**src/rtl/rtt_pkg.sv**
```systemverilog
package rtt_pkg;
  localparam int unsigned RTT_CNT_W_DEF = 32;

  typedef struct packed {
    logic valid;
    logic ready;
    logic last;
  } tx_hs_t;
endpackage

```
**src/rtl/rtt_ctrl.sv**
```systemverilog
module rtt_ctrl
  import rtt_pkg::*;
(
  input  logic   clk,
  input  logic   rst,
  input  logic   start_i,
  input  tx_hs_t tx_i,
  input  logic   rx_valid_i,
  output logic   run_o,
  output logic   done_o
);
  logic head_q;
  logic run_q;
  logic done_q;
  logic tx_acc;
  logic rx_hit;

  assign tx_acc = tx_i.valid & tx_i.ready;
  assign rx_hit = run_q & rx_valid_i;

  // packet-head marker follows the transmit stream only
  always_ff @(posedge clk) begin
    if (rst)         head_q <= 1'b1;
    else if (tx_acc) head_q <= tx_i.last;
  end

  always_ff @(posedge clk) begin
    if (rst)                              run_q <= 1'b0;
    else if (start_i)                     run_q <= 1'b0;
    else if (rx_hit)                      run_q <= 1'b0;
    else if (tx_acc && head_q && !done_q) run_q <= 1'b1;
  end

  always_ff @(posedge clk) begin
    if (rst)          done_q <= 1'b0;
    else if (start_i) done_q <= 1'b0;
    else if (rx_hit)  done_q <= 1'b1;
  end

  assign run_o  = run_q;
  assign done_o = done_q;
endmodule

```
**src/rtl/rtt_sat_cnt.sv**
```systemverilog
module rtt_sat_cnt #(
  parameter int unsigned W = 32
) (
  input  logic         clk,
  input  logic         rst,
  input  logic         clr_i,
  input  logic         inc_i,
  output logic [W-1:0] cnt_o
);
  localparam logic [W-1:0] MAXV = {W{1'b1}};

  logic [W-1:0] cnt_q;

  always_ff @(posedge clk) begin
    if (rst || clr_i)                cnt_q <= '0;
    else if (inc_i && cnt_q != MAXV) cnt_q <= cnt_q + 1'b1;
  end

  assign cnt_o = cnt_q;
endmodule

```
**src/rtl/rtt_meter.sv**
```systemverilog
module rtt_meter
  import rtt_pkg::*;
#(
  parameter int unsigned CNT_W = RTT_CNT_W_DEF
) (
  input  logic             clk,
  input  logic             rst,
  input  logic             start_i,
  input  logic             tx_valid_i,
  input  logic             tx_ready_i,
  input  logic             tx_last_i,
  input  logic             rx_valid_i,
  output logic [CNT_W-1:0] cycles_o,
  output logic             done_o
);
  tx_hs_t tx_hs;
  logic   run;

  assign tx_hs = '{valid: tx_valid_i, ready: tx_ready_i, last: tx_last_i};

  rtt_ctrl u_ctrl (
    .clk        (clk),
    .rst        (rst),
    .start_i    (start_i),
    .tx_i       (tx_hs),
    .rx_valid_i (rx_valid_i),
    .run_o      (run),
    .done_o     (done_o)
  );

  rtt_sat_cnt #(.W(CNT_W)) u_cnt (
    .clk   (clk),
    .rst   (rst),
    .clr_i (start_i),
    .inc_i (run),
    .cnt_o (cycles_o)
  );
endmodule

```
**config.mk**
```make
export PLATFORM = sky130hd
export DESIGN_NAME = rtt_meter
export DESIGN_NICKNAME = d
export VERILOG_FILES = /design/src/rtl/rtt_pkg.sv /design/src/rtl/rtt_ctrl.sv /design/src/rtl/rtt_sat_cnt.sv /design/src/rtl/rtt_meter.sv
export SDC_FILE = /design/constraint.sdc
export NUM_CORES = 1
export LEC_CHECK = 0
export BUFFER_PORTS_ARGS = -buffer_cell sky130_fd_sc_hd__buf_2
export CORE_MARGIN = 1
export CORE_UTILIZATION = 57
export DETAILED_ROUTE_END_ITERATION = 10
export PLACE_DENSITY = 0.91
export SKIP_LAST_GASP = 1
export SLEW_MARGIN = 20
export SYNTH_ARGS = -nofsm -noshare
export SYNTH_HDL_FRONTEND = slang
export SYNTH_SLANG_ARGS = --single-unit
```
**constraint.sdc**
```tcl
create_clock -name clk -period 3.5 [get_ports clk]
set_clock_uncertainty 0.1 [all_clocks]
set_input_delay 0.7 -clock clk [delete_from_list [all_inputs] [get_ports clk]]
set_output_delay 0.7 -clock clk [all_outputs]
set_load 0.05 [all_outputs]
```
-- Word level (Yosys, flattened, before mapping)
Index checks and enable logic that the tools add are counted.
- logic and storage cells: 15
- output and inout bits: 33
- input bits: 7
- register bits: 35
- reduce and logical (&&, ||, !) cells: 7
- add/subtract/negate cells: 1
- bitwise operators: 2
- eq/ne operators: 1
- operators by type and width (cell ; count):
    $add 32x1->32 const B ; 1
    $ne 32x32->1 const B ; 1
    $logic_and 1x1->1 ; 3
    $reduce_or 3->1 ; 1
    $and 1x1->1 ; 2
    $reduce_or 2->1 ; 1
    $logic_not 1->1 ; 1
    $logic_or 1x1->1 ; 1

-- Logic depth before layout (Yosys ltp)
- word-level depth: 3
- mapped depth: 7
- mapped depth without buffers: 6

-- Cells and area by module
Synthesis repeated with hierarchy kept, for this count alone.
- cell total of the unflattened synthesis: 200
- area, all modules: 1803.0 sq um
- by module, submodules not included (module ; cells each ; instances ; area each (sq um) ; seq. area each (sq um)):
    rtt_sat_cnt ; 189 ; 1 ; 1681.6 ; 640.6
    rtt_ctrl ; 11 ; 1 ; 121.4 ; 60.1

-- Worst setup path before layout
OpenSTA, ideal clock, no wires.
- path type: register -> register
- start: register u_cnt.cnt_q[5], in the netlist u_cnt.cnt_o[5]
- end: register u_cnt.cnt_q[31], in the netlist u_cnt.cnt_o[31]
- arrival: 2.331 ns
- setup time: 0.060 ns
- slack: 1.008 ns
- buffers on the path: 0
- period minus slack after synthesis: 2.492 ns
- cell stages (with the launch flop): 6
- required time: 3.340 ns
- path through: dfxtp_1 nand4_2 or3_1 or4_1 or4_1 nand2_1
- longest elaborated chain between the ends: 2
- elaborated cells on any way between the ends: 3
- those cells by class: 1 x add/sub; 1 x eq/ne; 1 x reduce/logical
- RTL lines (what ; RTL line ; RTL):
    from (decl) ; rtt_sat_cnt.sv:12 ; logic [W-1:0] cnt_q;
    from (signal assigned) ; rtt_sat_cnt.sv:16 ; else if (inc_i && cnt_q != MAXV) cnt_q <= cnt_q + 1'b1;
    branches (longest 2 deep; another with $add 32x1->32) ; - ;
Several ways; the timed one is not identified.
A chain may end at the register's enable or synchronous reset.

-- Worst setup path after layout
Ends and elaborated chain as after synthesis.

==> impl_metrics.env <==
export IMPL_outcome="finished with violations"
export IMPL_violations="design-rule violations"
export IMPL_cts_max_level=2
export IMPL_wl_per_cell_um=13.6
export IMPL_fmax_ghz=0.412
export IMPL_routabilityCongestion=0.832
export IMPL_syn_inst=202
export IMPL_postSynthAreaPerCell_um2=8.66
export IMPL_preCtsSetupSlack_ns=1.11
export IMPL_power_per_cell_area_nw_per_um2=313
export IMPL_grt_pass1_vias=1454
export IMPL_cts_root_buf="clkbuf_4"
export IMPL_stdcell_area_um2=2010
export IMPL_setup_ws_ns=1.07
export IMPL_ir_worst_vdd_mv=0.239
export IMPL_cp_end_kind="flop"
export IMPL_hp_start="u_ctrl.head_q"
export IMPL_reg2reg_to="u_cnt.cnt_o[31]"
export IMPL_ys_seq_elements=35
export IMPL_fin_util_pct=70.9
export IMPL_drt_pass1_iterations=7
export IMPL_clkSinkCount=35
export IMPL_stdcell_count=273
export IMPL_synth_nets=210
export IMPL_cap_viol_max_count=0
export IMPL_antenna_found_initial=0
export IMPL_nets=249
export IMPL_numPortBuffers=39
export IMPL_synth_edff_count=0
export IMPL_dp_hpwl_um=2670
export IMPL_min_to="u_ctrl.run_o"
export IMPL_rsz0062_at_grt="false"
export IMPL_die_area_um2=3290
export IMPL_cts_buffers=5
export IMPL_ys_seq_area_share_pct=40.1
export IMPL_cts_tree="built"
export IMPL_relSlewSlack_pct=58.7
export IMPL_clk_pin_slew_ns=0.10
export IMPL_vias=1686
export IMPL_post_route_min_period_ns=2.43
export IMPL_dieHeight_um=57.4
export IMPL_placed_cell_area_um2=1960
export IMPL_worst_pin_slew_ns=0.614
export IMPL_numPlacedInstances=265
export IMPL_die_width_um=57.4
export IMPL_r2r_start="u_cnt.cnt_o[5]"
export IMPL_synth_distinct_cells=43
export IMPL_insertion_delay_ns=0.34
export IMPL_clk_path_buf_depth=2
export IMPL_path_class="reg2reg"
export IMPL_finalHoldViolations=0
export IMPL_fin_crit_sh_pct=69.4
export IMPL_finalSetupTns_ns=0
export IMPL_power_total_mw=0.629
export IMPL_pin_count=40
export IMPL_crit_arrival_ns=2.62
export IMPL_n_antenna_cell=0
export IMPL_syn_area_um2=1750
export IMPL_grt_pass1_wl_um=6400
export IMPL_hold_buffers=0
export IMPL_drv_slew=0
export IMPL_whs_path_depth=2
export IMPL_track_usage_pct=24.9
export IMPL_drc=2
export IMPL_drt_total_wl_um=3730
export IMPL_routed_via_density=6.18
export IMPL_drive_above_1_share_pct=22.3
export IMPL_min_path_type="reg2reg"
export IMPL_p_leak_nw=0.773
export IMPL_ant_nets=0
export IMPL_hold_worst_slack_ns=0.377
export IMPL_synth_warnings=0
export IMPL_crit_fanout=11
export IMPL_layout_area_overhead_vs_synth_pct=14.7
export IMPL_post_cts_setup_buffer_count=0
export IMPL_setup_viol=0
export IMPL_start_util_pct=61.8
export IMPL_cts_resized=0
export IMPL_drt_iter0_drc=71
export IMPL_overflow=0
export IMPL_fp_coreArea_um2=2830
export IMPL_async_flop_share_pct=0
export IMPL_critPathRequiredTime_ns=3.69
export IMPL_grt_start_max_net_pins=33
export IMPL_reg2reg_slack_ns=1.07
export IMPL_synthFlopType="dfxtp_1"
export IMPL_startpoint_type="flop"
export IMPL_row_count=19
export IMPL_r2r_worst_path_cells=5
## cells in the mapped netlist, drive strengths merged, types with 4 or more instances
library cell,number,area (µm²)
nand3,5,25.0
or3,7,43.8
clkbuf,4,15.0
mux2i,4,40.0
or4,5,37.5
nor4,6,58.8
xnor2,15,131
buf,4,18.8
nand2,18,67.6
nand4,15,100
nor2,25,93.8
dfxtp,35,701
a211oi,5,42.5
a21oi,11,55.1
and4,5,43.8
o21ai,5,25.0
## critical path, cell delays in order (launching register included)
cell	delay, ns
dfxtp_1	0.48
nand4_2	0.18
or3_1	0.57
or4_1	0.56
or4_1	0.41
nand2_1	0.08
## registers in the layout (all words and copies together) (netlist names)
register,count
u_cnt.cnt_o,32
u_ctrl.done_o,1
u_ctrl.head_q,1
u_ctrl.run_o,1
## cell usage in the layout (no fill, tap or decap), drive strengths merged, types with 3 or more instances in the layout
cell type / Yosys / layout
dfxtp: 35 / 35
o31ai: 3 / 3
o21ai: 5 / 5
nand2: 18 / 18
buf: 4 / 40
nor4: 6 / 6
and3: 3 / 3
xnor2: 15 / 15
or4: 5 / 5
nor2: 25 / 25
nand3: 5 / 5
nand4: 15 / 15
or3: 7 / 7
mux2i: 4 / 4
a21oi: 11 / 11
clkbuf: 4 / 7
a211oi: 5 / 5
and4: 5 / 5
a2111oi: 3 / 3
nor3: 3 / 3
a21boi: 3 / 3
## cell type report
| type | instances | area (µm²) |
|---|---|---|
| Clock buffer | 7 | 45.0 |
| Clock inverter | 1 | 5.00 |
| Fill cell | 226 | 822 |
| Inverter | 2 | 7.51 |
| Multi-Input combinational cell | 157 | 1010 |
| Sequential cell | 35 | 701 |
| Tap cell | 31 | 38.8 |
| Timing Repair Buffer | 40 | 203 |
## kinds of logic after synthesis
logic type               after synthesis  synth area share [%]
AO/OA/AOI/OAI                         39                  15.8
AND/OR/NAND/NOR                       97                  30.8
adder cells (fa/ha/maj)                1                 0.715
buffers and inverters                 10                  2.36
XOR/XNOR                              16                  8.01
multiplexers                           4                  2.29
flip-flops                            35                  40.1
## layer usage
layer	GRT usage, %	up-vias	share of wire [%]
met3	6.35	8	5.0
met2	38.4	44	46
met4	11.8	0	1.6
met1	32.5	795	48
li1	-	839	-
met5	0	-	0
## how the worst max path moves through the flow
stage	endpoint	depth (start not counted)	startpoint	slack, ns
4_1_cts	u_cnt.cnt_o[31]	5	u_cnt.cnt_o[5]	1.08
5_1_grt	u_cnt.cnt_o[13]	6	u_cnt.cnt_o[1]	0.89
6_report	u_cnt.cnt_o[31]	5	u_cnt.cnt_o[5]	1.07
3_3_place_gp	u_cnt.cnt_o[31]	5	u_cnt.cnt_o[5]	1.16
2_1_floorplan	u_cnt.cnt_o[31]	5	u_cnt.cnt_o[5]	1.01
3_5_place_dp	u_cnt.cnt_o[31]	5	u_cnt.cnt_o[5]	1.11
## power by group
part / internal (mW) / switching [mW]
registers: 0.399 / 0.00123
logic: 0.00665 / 0.0131
clock network: 0.0783 / 0.130
total: 0.484 / 0.145
No activity file was read; power rests on OpenSTA's default activity.
